### config.mk
export PLATFORM = sky130hd
export DESIGN_NAME = spi_cascade_slave
export DESIGN_NICKNAME = d
export VERILOG_FILES = /design/src/rtl/spi_cascade_pkg.sv /design/src/rtl/spi_cascade_sync.sv /design/src/rtl/spi_cascade_decode.sv /design/src/rtl/spi_cascade_store.sv /design/src/rtl/spi_cascade_slave.sv
export SDC_FILE = /design/constraint.sdc
export NUM_CORES = 1
export LEC_CHECK = 0
export ABC_AREA = 1
export BUFFER_PORTS_ARGS = -buffer_cell sky130_fd_sc_hd__buf_2
export CORE_MARGIN = 10
export CORE_UTILIZATION = 60
export CTS_BUF_LIST = sky130_fd_sc_hd__clkbuf_16
export DETAILED_ROUTE_END_ITERATION = 8
export HOLD_SLACK_MARGIN = 0.1
export PLACE_DENSITY = 0.81
export SYNTH_ARGS = -nofsm -noshare
export SYNTH_HDL_FRONTEND = slang
export SYNTH_SLANG_ARGS = --single-unit
### constraint.sdc
create_clock -name clk -period 7.5 [get_ports clk]
set_input_delay 0.375 -clock clk [delete_from_list [all_inputs] [get_ports clk]]
set_output_delay 0.375 -clock clk [all_outputs]
set_load 0.05 [all_outputs]
### src/rtl/spi_cascade_pkg.sv
package spi_cascade_pkg;

    typedef enum logic [2:0] {
        PH_IDLE,
        PH_CMD,
        PH_WAIT,
        PH_XFER,
        PH_DONE,
        PH_BAD
    } phase_e;

    typedef enum logic [1:0] {
        K_SAMP,
        K_RATE,
        K_CFG,
        K_DATA
    } kind_e;

    localparam logic [6:0] ADDR_SAMP = 7'h60;
    localparam logic [6:0] ADDR_RATE = 7'h50;
    localparam logic [6:0] ADDR_CFG  = 7'h30;
    localparam logic [6:0] ADDR_DATA = 7'h70;

endpackage

### src/rtl/spi_cascade_sync.sv
module spi_cascade_sync #(
    parameter int STAGES = 2
) (
    input  logic clk,
    input  logic rst_n,
    input  logic sclk,
    input  logic cs_n,
    input  logic din,
    input  logic cascin_n,
    output logic sclk_rise,
    output logic sclk_fall,
    output logic csn_s,
    output logic csn_fall,
    output logic din_s,
    output logic casc_s
);
    // bit order in each stage: {sclk, cs_n, din, cascin_n}
    localparam logic [3:0] IDLE_PINS = 4'b1101;

    typedef struct packed {
        logic [STAGES-1:0][3:0] pipe;
        logic                   sclk_prev;
        logic                   csn_prev;
    } sync_t;

    sync_t d, q;
    logic [3:0] last;

    assign last = q.pipe[STAGES-1];

    always_comb begin
        d = q;
        d.pipe[0] = {sclk, cs_n, din, cascin_n};
        for (int i = 1; i < STAGES; i++) begin
            d.pipe[i] = q.pipe[i-1];
        end
        d.sclk_prev = last[3];
        d.csn_prev  = last[2];
    end

    always_ff @(posedge clk or negedge rst_n) begin
        if (!rst_n) begin
            q <= {{STAGES{IDLE_PINS}}, 1'b1, 1'b1};
        end else begin
            q <= d;
        end
    end

    assign sclk_rise = last[3] & ~q.sclk_prev;
    assign sclk_fall = ~last[3] & q.sclk_prev;
    assign csn_s     = last[2];
    assign csn_fall  = ~last[2] & q.csn_prev;
    assign din_s     = last[1];
    assign casc_s    = last[0];

endmodule

### src/rtl/spi_cascade_decode.sv
module spi_cascade_decode
    import spi_cascade_pkg::*;
#(
    parameter int SAMP_BYTES = 4,
    parameter int RATE_BYTES = 2,
    parameter int CFG_BYTES  = 1,
    parameter int DATA_BYTES = 12,
    parameter int CNT_W      = 4
) (
    input  logic [7:0]       cmd,
    output logic             valid,
    output logic             is_read,
    output kind_e            kind,
    output logic [CNT_W-1:0] nbytes
);
    always_comb begin
        is_read = cmd[7];
        valid   = 1'b1;
        kind    = K_CFG;
        nbytes  = '0;
        case (cmd[6:0])
            ADDR_SAMP: begin
                kind   = K_SAMP;
                nbytes = CNT_W'(SAMP_BYTES);
            end
            ADDR_RATE: begin
                kind   = K_RATE;
                nbytes = CNT_W'(RATE_BYTES);
            end
            ADDR_CFG: begin
                kind   = K_CFG;
                nbytes = CNT_W'(CFG_BYTES);
            end
            ADDR_DATA: begin
                kind   = K_DATA;
                nbytes = CNT_W'(DATA_BYTES);
                valid  = cmd[7];
            end
            default: valid = 1'b0;
        endcase
    end

endmodule

### src/rtl/spi_cascade_store.sv
module spi_cascade_store
    import spi_cascade_pkg::*;
#(
    parameter int SAMP_W = 32,
    parameter int RATE_W = 16,
    parameter int CFG_W  = 8,
    parameter int RES_W  = 96,
    parameter int WR_W   = 32
) (
    input  logic              clk,
    input  logic              rst_n,
    input  logic              wr_en,
    input  kind_e             wr_kind,
    input  logic [WR_W-1:0]   wr_data,
    input  logic              snap_ld,
    input  logic [RES_W-1:0]  result_i,
    output logic [SAMP_W-1:0] samp_q,
    output logic [RATE_W-1:0] rate_q,
    output logic [CFG_W-1:0]  cfg_q,
    output logic [RES_W-1:0]  snap_q
);
    typedef struct packed {
        logic [SAMP_W-1:0] samp;
        logic [RATE_W-1:0] rate;
        logic [CFG_W-1:0]  cfg;
        logic [RES_W-1:0]  snap;
    } store_t;

    store_t d, q;

    always_comb begin
        d = q;
        if (wr_en) begin
            case (wr_kind)
                K_SAMP:  d.samp = wr_data[SAMP_W-1:0];
                K_RATE:  d.rate = wr_data[RATE_W-1:0];
                K_CFG:   d.cfg  = wr_data[CFG_W-1:0];
                default: d.samp = q.samp;
            endcase
        end
        if (snap_ld) begin
            d.snap = result_i;
        end
    end

    always_ff @(posedge clk or negedge rst_n) begin
        if (!rst_n) begin
            q <= '0;
        end else begin
            q <= d;
        end
    end

    assign samp_q = q.samp;
    assign rate_q = q.rate;
    assign cfg_q  = q.cfg;
    assign snap_q = q.snap;

    AST_WRITE_NOT_SNAP: assert property (@(posedge clk) disable iff (!rst_n)
        wr_en |-> !snap_ld);

    AST_NO_DATA_WRITE: assert property (@(posedge clk) disable iff (!rst_n)
        wr_en |-> wr_kind != K_DATA);

endmodule

### src/rtl/spi_cascade_slave.sv
module spi_cascade_slave
    import spi_cascade_pkg::*;
#(
    parameter int SAMP_W      = 32,
    parameter int RATE_W      = 16,
    parameter int CFG_W       = 8,
    parameter int RES_W       = 96,
    parameter int SYNC_STAGES = 2
) (
    input  logic              clk,
    input  logic              rst_n,
    input  logic              sclk,
    input  logic              cs_n,
    input  logic              din,
    input  logic              cascin_n,
    output logic              dout,
    output logic              dout_oe,
    output logic              cascout_n,
    input  logic [RES_W-1:0]  result_i,
    output logic [SAMP_W-1:0] samp_dly_o,
    output logic [RATE_W-1:0] rate_o,
    output logic [CFG_W-1:0]  cfg_o
);
    localparam int SAMP_BYTES = SAMP_W / 8;
    localparam int RATE_BYTES = RATE_W / 8;
    localparam int CFG_BYTES  = CFG_W / 8;
    localparam int DATA_BYTES = RES_W / 8;
    localparam int WR_W  = (SAMP_W > RATE_W) ? ((SAMP_W > CFG_W) ? SAMP_W : CFG_W)
                                             : ((RATE_W > CFG_W) ? RATE_W : CFG_W);
    localparam int TX_W  = (RES_W > WR_W) ? RES_W : WR_W;
    localparam int CNT_W = $clog2(TX_W / 8 + 1);

    typedef struct packed {
        phase_e           phase;
        logic [3:0]       bitcnt;
        logic [CNT_W-1:0] left;
        kind_e            kind;
        logic             rd;
        logic             bcast;
        logic             oe;
        logic             co_n;
        logic [WR_W-1:0]  rx;
        logic [TX_W-1:0]  tx;
    } ctl_t;

    ctl_t d, q;

    logic sclk_rise, sclk_fall, csn_s, csn_fall, din_s, casc_s;
    logic dec_valid, dec_read;
    kind_e dec_kind;
    logic [CNT_W-1:0] dec_nbytes;
    logic [SAMP_W-1:0] samp_q;
    logic [RATE_W-1:0] rate_q;
    logic [CFG_W-1:0]  cfg_q;
    logic [RES_W-1:0]  snap_q;
    logic commit, snap_ld, load_en, byte_end;
    kind_e ld_kind;
    logic ld_read;
    logic [TX_W-1:0] tx_src;

    spi_cascade_sync #(.STAGES(SYNC_STAGES)) u_sync (
        .clk       (clk),
        .rst_n     (rst_n),
        .sclk      (sclk),
        .cs_n      (cs_n),
        .din       (din),
        .cascin_n  (cascin_n),
        .sclk_rise (sclk_rise),
        .sclk_fall (sclk_fall),
        .csn_s     (csn_s),
        .csn_fall  (csn_fall),
        .din_s     (din_s),
        .casc_s    (casc_s)
    );

    spi_cascade_decode #(
        .SAMP_BYTES (SAMP_BYTES),
        .RATE_BYTES (RATE_BYTES),
        .CFG_BYTES  (CFG_BYTES),
        .DATA_BYTES (DATA_BYTES),
        .CNT_W      (CNT_W)
    ) u_dec (
        .cmd     (q.rx[7:0]),
        .valid   (dec_valid),
        .is_read (dec_read),
        .kind    (dec_kind),
        .nbytes  (dec_nbytes)
    );

    spi_cascade_store #(
        .SAMP_W (SAMP_W),
        .RATE_W (RATE_W),
        .CFG_W  (CFG_W),
        .RES_W  (RES_W),
        .WR_W   (WR_W)
    ) u_store (
        .clk      (clk),
        .rst_n    (rst_n),
        .wr_en    (commit),
        .wr_kind  (q.kind),
        .wr_data  (q.rx),
        .snap_ld  (snap_ld),
        .result_i (result_i),
        .samp_q   (samp_q),
        .rate_q   (rate_q),
        .cfg_q    (cfg_q),
        .snap_q   (snap_q)
    );

    // Source of the first output bits when a device enters its data phase.
    assign ld_kind = (q.phase == PH_CMD) ? dec_kind : q.kind;
    assign ld_read = (q.phase == PH_CMD) ? dec_read : q.rd;

    always_comb begin
        tx_src = '0;
        if (ld_read) begin
            case (ld_kind)
                K_SAMP: tx_src[TX_W-1 -: SAMP_W] = samp_q;
                K_RATE: tx_src[TX_W-1 -: RATE_W] = rate_q;
                K_CFG:  tx_src[TX_W-1 -: CFG_W]  = cfg_q;
                K_DATA: tx_src[TX_W-1 -: RES_W]  = (q.phase == PH_CMD) ? result_i : snap_q;
                default: tx_src = '0;
            endcase
        end
    end

    always_comb begin
        d        = q;
        commit   = 1'b0;
        snap_ld  = 1'b0;
        load_en  = 1'b0;
        byte_end = sclk_rise && (q.bitcnt == 4'd8);
        if (csn_s) begin
            d.phase  = PH_IDLE;
            d.oe     = 1'b0;
            d.co_n   = 1'b1;
            d.bitcnt = '0;
        end else if (csn_fall) begin
            d.phase  = PH_CMD;
            d.bitcnt = '0;
            d.oe     = ~casc_s;
            d.co_n   = 1'b1;
            d.tx     = '0;
        end else if (q.phase == PH_CMD || q.phase == PH_WAIT || q.phase == PH_XFER) begin
            if (sclk_fall) begin
                d.bitcnt = q.bitcnt + 4'd1;
                d.rx     = {q.rx[WR_W-2:0], din_s};
            end else if (sclk_rise) begin
                d.tx = q.tx << 1;
                if (byte_end) begin
                    d.bitcnt = '0;
                end
                case (q.phase)
                    PH_CMD: begin
                        if (byte_end) begin
                            d.kind  = dec_kind;
                            d.rd    = dec_read;
                            d.left  = dec_nbytes;
                            d.bcast = (dec_kind == K_RATE);
                            if (!dec_valid) begin
                                d.phase = PH_BAD;
                                d.oe    = 1'b0;
                            end else begin
                                snap_ld = (dec_kind == K_DATA);
                                if (dec_kind == K_RATE || !casc_s) begin
                                    d.phase = PH_XFER;
                                    d.oe    = ~casc_s;
                                    load_en = 1'b1;
                                end else begin
                                    d.phase = PH_WAIT;
                                    d.oe    = 1'b0;
                                end
                            end
                        end
                    end
                    PH_WAIT: begin
                        if (byte_end && !casc_s) begin
                            d.phase = PH_XFER;
                            d.oe    = 1'b1;
                            load_en = 1'b1;
                        end
                    end
                    default: begin
                        if (!byte_end && q.bitcnt == 4'd7 &&
                            q.left == CNT_W'(1) && !q.bcast) begin
                            d.co_n = 1'b0;
                        end
                        if (byte_end) begin
                            d.left = q.left - CNT_W'(1);
                            if (q.left == CNT_W'(1)) begin
                                d.phase = PH_DONE;
                                d.oe    = 1'b0;
                                d.co_n  = 1'b1;
                                commit  = ~q.rd;
                            end
                        end
                    end
                endcase
            end
        end
        if (load_en) begin
            d.tx = tx_src;
        end
    end

    always_ff @(posedge clk or negedge rst_n) begin
        if (!rst_n) begin
            q      <= '0;
            q.co_n <= 1'b1;
        end else begin
            q <= d;
        end
    end

    assign dout       = q.oe & q.tx[TX_W-1];
    assign dout_oe    = q.oe;
    assign cascout_n  = q.co_n;
    assign samp_dly_o = samp_q;
    assign rate_o     = rate_q;
    assign cfg_o      = cfg_q;

    AST_OE_OFF_DESELECT: assert property (@(posedge clk) disable iff (!rst_n)
        csn_s |=> !dout_oe);

    AST_TOKEN_IN_XFER: assert property (@(posedge clk) disable iff (!rst_n)
        !cascout_n |-> (q.phase == PH_XFER && !q.bcast));

    AST_TOKEN_HIGH_BCAST: assert property (@(posedge clk) disable iff (!rst_n)
        q.bcast && q.phase == PH_XFER |-> cascout_n);

    AST_BAD_QUIET: assert property (@(posedge clk) disable iff (!rst_n)
        q.phase == PH_BAD |-> !dout_oe);

    AST_DONE_NO_WRITE: assert property (@(posedge clk) disable iff (!rst_n)
        q.phase == PH_DONE |-> !commit);

    AST_COMMIT_CLOSES: assert property (@(posedge clk) disable iff (!rst_n)
        commit |=> (q.phase == PH_DONE || q.phase == PH_IDLE));

    AST_SNAP_HOLD: assert property (@(posedge clk) disable iff (!rst_n)
        q.phase == PH_XFER && q.kind == K_DATA |-> !snap_ld);

endmodule

# == After elaboration in Yosys (flattened, before gate mapping) ==
# Cells that the tools add are included.
# totals
register_bits,307
latch_bits,0
ramBits,0
romBits,0
output_inout_bits,59
elab_cells,166
n_memories,0
# classes
n_addsub,2
multipliers,0
div,0
n_lt_le_gt_ge,0
n_eq_ne,23
shift,0
mux,78
n_bitwise,12
reduce_logical,33
# op_table
cell,count
$mux 96,7
$mux 145,1
$mux 64,1
$mux 1,38
$mux 32,1
$pmux 16 s2,1
$pmux 8 s4,1
$pmux 8 s3,1
$eq 7x7->1 const B,3
$reduce_and 7->1,3
$mux 3,6
$mux 17,1
$mux 4,4
$pmux 4 s4,1
$mux 7,2
$reduce_and 4->1,3
$reduce_bool 3->1,4
$reduce_bool 4->1,3
$mux 10,1
$mux 2,5
$mux 9,1
$ne 3x1->1 const B,3
$eq 2x2->1 const B,4
$not 1->1,8
other kinds (26),45

# == Logic depth before layout (Yosys ltp) ==
# depth
depth_word,23
depth_mapped,18
depth_no_buf,16

# == Cells and area by module ==
# Synthesis repeated with hierarchy kept, for this count alone.
# unflattened
hier_cells,2151
hier_area_um2,15909.0
# modules_own_cells
module,instances,cells_each,area_per_inst_um2,seq_area_each_um2
spi_cascade_slave,1,1461,9517.9,3629.7
spi_cascade_store,1,652,5993.2,3803.6
spi_cascade_sync,1,16,282.8,260.2
spi_cascade_decode,1,22,115.1,0.0

# == Least setup slack after synthesis ==
# No wires, ideal clock.
# synth_path
path_kind,flip-flop to flip-flop
from,reg q[144] (netlist bit)
to,reg q[95] (netlist bit)
arrival_time_ns,2.679
required_ns,7.383
path_slack_ns,4.704
path_stages_with_launch,18
path_cell_list,dfrtp_1 inv_1 nand3_2 buf_2 buf_2 buf_2 o21ai_0 inv_1 ha_1 inv_1 clkbuf_1 nand2_1 a21oi_1 nand2_1 nand2_1 nand3_1 nand3_1 nand2_1
# synth_via
elab_chain_len,9
elab_cells_between_ends,26
# synth_lines
element,line,text
start: declaration,spi_cascade_slave.sv:46,"ctl_t d, q;"
$eq 3x2->1 or $eq 3x1->1 (tied branches),n/a,
$pmux 1 s2,spi_cascade_slave.sv:153,case (q.phase)
$mux 1,spi_cascade_slave.sv:148,end else if (sclk_rise) begin
$mux 1,spi_cascade_slave.sv:145,if (sclk_fall) begin
$mux 1,spi_cascade_slave.sv:144,end else if (q.phase == PH_CMD || q.phase == PH_WAIT || q.phase == PH_XFER) begin
$mux 1,spi_cascade_slave.sv:138,end else if (csn_fall) begin
$mux 1,spi_cascade_slave.sv:133,if (csn_s) begin
$ne 3x1->1 (no source line) (tied with other cells),n/a,
$reduce_and 4->1 (no source line),n/a,
# Several ways; a longest one is shown, not always the timed one.
# A chain may end at the register's enable or synchronous reset.

# == Worst setup path after layout ==
# layout_path
from,reg q[143] (netlist bit)
to,reg q[14] (netlist bit)
# Same word-level chain as after synthesis.

==> impl_metrics.ini <==
[cells_and_area]
final_cell_area_um2 = 17500
fin_nets = 2317
antennaDiodeCount = 0
layout_commonest_cell = nand2_1
drive_above_1_share_pct = 11.1
area_growth_pct = 12.8
fin_cells = 2556
nFillCells = 2097
layout_common_cells = nand2_1, dfrtp_1, nand3_1

[timing]
tightest_slew_ns = 1.14
rsz0062_at_grt = no
fmax_ghz = 0.242
setup_viol = 0
slew_headroom_pct = 23.9
timing.final.max_slew_violations = 0
setup_slack_ns = 3.36
fin_skew_ns = 0.0216
finalCritPeriodShare_pct = 55.2
hold_viol = 0
tns_ns = 0
period_minus_slack_ns = 4.14

[die]
start_util_pct = 61.2
ios = 161
rows = 58
coreArea_um2 = 25300
die_h_um = 181
die_w_um = 181
die_area_um2 = 32700

[critical_path]
required_ns = 7.95
critical_path_class = reg -> reg
rr_endpoint = q[14]
r2r_start = q[143]
r2r.worst_path.cells = 13
r2r_slack_ns = 3.36
crit_path_end_kind = flop
crit_path_max_fanout = 64
startpoint_type = flop
cp-startpoint = q[143]
arrival_ns = 4.59

[hold_path]
min_path_type = in -> reg
hold_depth = 3
hp-start = result_i[40]
hold_path_end = u_store.snap_q[40]

[synthesis]
ys_types = 31
syn_nets = 2236
yosys_register_bits = 307
syn_avg_cell_area_um2 = 7.31
synth-async-reset-ratio_pct = 100
ys.flop_type = dfrtp_1
synth_cells = 2121
ys_seq_area_share_pct = 49.6
ys_warn_count = 0
syn_area_um2 = 15500
synth_edf_count = 0

[clock_network]
cts_tree = yes
cts_sinks = 307
cts_max_path_buffers = 3
path_clk_slew_ns = 0.06
clock_latency_ns = 0.53
cts_buffers = 34
cts_setup_buffers = 0
cts-root-buf = clkbuf_16
cts.htree.levels = 2
ctsResizeCount = 0

[run]
maxCapViolations = 0

[grt]
grt_pass1_vias = 13400
grt_max_degree = 147
antenna_found_initial = 0
grt_pass1_wl_mm = 67.3
grt_usage_pct = 24.0
overflow = 0

[route]
drc = 0
drtPass1Iterations = 6
ant_nets = 0
wl_mm = 40.1
wl_per_cell_um = 15.7
route.vias.total = 14000
drt_iter0_markers = 1738
vias_per_cell = 5.48

[power]
cellPowerDensity_nw_per_um2 = 207
power_mw = 3.61
ir_drop_mv = 0.188
power_leakage_nw = 9.64

[placed_design]
post-place-ws_ns = 3.41
dp.cells = 2489
port_buffers = 160
hpwl_mm = 25.2
placed_area_um2 = 16300
gp_congestion = 0.886

[status]
outcome = completed
## routing by layer
layer	track usage (%)	vias to the layer above	share of wire [%]
li1	-	6840	-
met1	33.8	6617	44
met2	37.8	492	47
met3	3.88	68	6.6
met4	6.56	0	2.1
met5	0	-	0
## per-stage QoR
stage | hold WS [ns] | utilization, %
2_1_floorplan | 0.0794 | -
3_3_place_gp | 0.333 | 64.3
3_5_place_dp | 0.337 | 64.3
4_1_cts | 0.100 | 69.0
5_1_grt | 0.111 | 69.0
6_report | 0.106 | 69.0
## repair_timing
action / 4_1_cts / 5_1_grt
hold buffers: 7 / 0
endpoints found under the hold margin: 84 / 0
setup endpoints to repair: 0 / 0
## critical path: stages, from the launching register on
cell and delay (ns):
dfrtp_1 0.42, inv_1 0.10, nand3_4 0.42, buf_4 0.50, nand2_1 0.08, o21ai_0 0.17, ha_1 0.99, inv_1 0.19
nor2_4 0.15, buf_4 0.55, nand2_1 0.11, nand3_1 0.13, nand3_1 0.11, nand2_1 0.12
## logic make-up (layout without fill, tap and decap cells)
family,after synthesis,count (layout),synth area share (%)
AND/OR/NAND/NOR,1157,1157,30.1
AO/OA/AOI/OAI,328,328,11.1
buffers and inverters,313,418,7.98
flip-flops,307,307,49.6
adder cells (fa/ha/maj),13,13,1.05
XOR/XNOR,3,3,0.170
## state kept, by name (all words and copies together) (netlist names)
register,flops
cascout_n,1
dout_oe,1
q,143
u_store.cfg_q,8
u_store.rate_q,16
u_store.samp_q,32
u_store.snap_q,96
u_sync.d,4
u_sync.last,4
u_sync.q,2
## synthesized netlist by cell type (2+ instances only)
cell / count / area, um2
inv_1: 173 / 649
nand3_2: 3 / 30.0
a22o_1: 8 / 70.1
nor2_2: 5 / 31.3
a21oi_1: 13 / 65.1
buf_1: 11 / 41.3
nor3_1: 3 / 15.0
ha_1: 13 / 163
xor2_1: 3 / 26.3
buf_2: 41 / 205
nand4_1: 4 / 25.0
buf_4: 3 / 22.5
nor2_1: 33 / 124
o21ai_0: 187 / 936
dfrtp_1: 298 / 7460
nand2_2: 2 / 12.5
nand3_1: 205 / 1030
dfstp_2: 9 / 236
clkbuf_1: 82 / 308
nand2_1: 900 / 3380
o21ai_1: 112 / 561
inv_2: 3 / 11.3
o22ai_1: 2 / 12.5
## how the worst max path moves through the flow
stage / depth (start not counted) / endpoint / slack (ns)
after floorplan: 17 / q[95] / 4.70
after global placement: 13 / q[11] / 3.48
after detailed placement: 13 / q[62] / 3.41
after CTS: 13 / q[14] / 3.35
after global routing: 13 / q[58] / 2.97
final: 13 / q[14] / 3.36
## power breakdown
| part | switching (mW) | internal, mW | leakage (nW) |
|---|---|---|---|
| clock | 0.677 | 1.00 | 0.583 |
| combinational | 0.199 | 0.0684 | 5.31 |
| sequential | 0.00481 | 1.66 | 3.75 |
| total | 0.881 | 2.73 | 9.64 |
## cell type report
type	instances	area (um2)	share of cell area, %
Clock buffer	34	851	4.87
Clock inverter	26	260	1.49
Inverter	176	661	3.78
Multi-Input combinational cell	1501	6590	37.7
Sequential cell	307	7690	44.0
Tap cell	330	413	2.36
Timing Repair Buffer	182	1010	5.76
(Power assumes the default switching activity.)
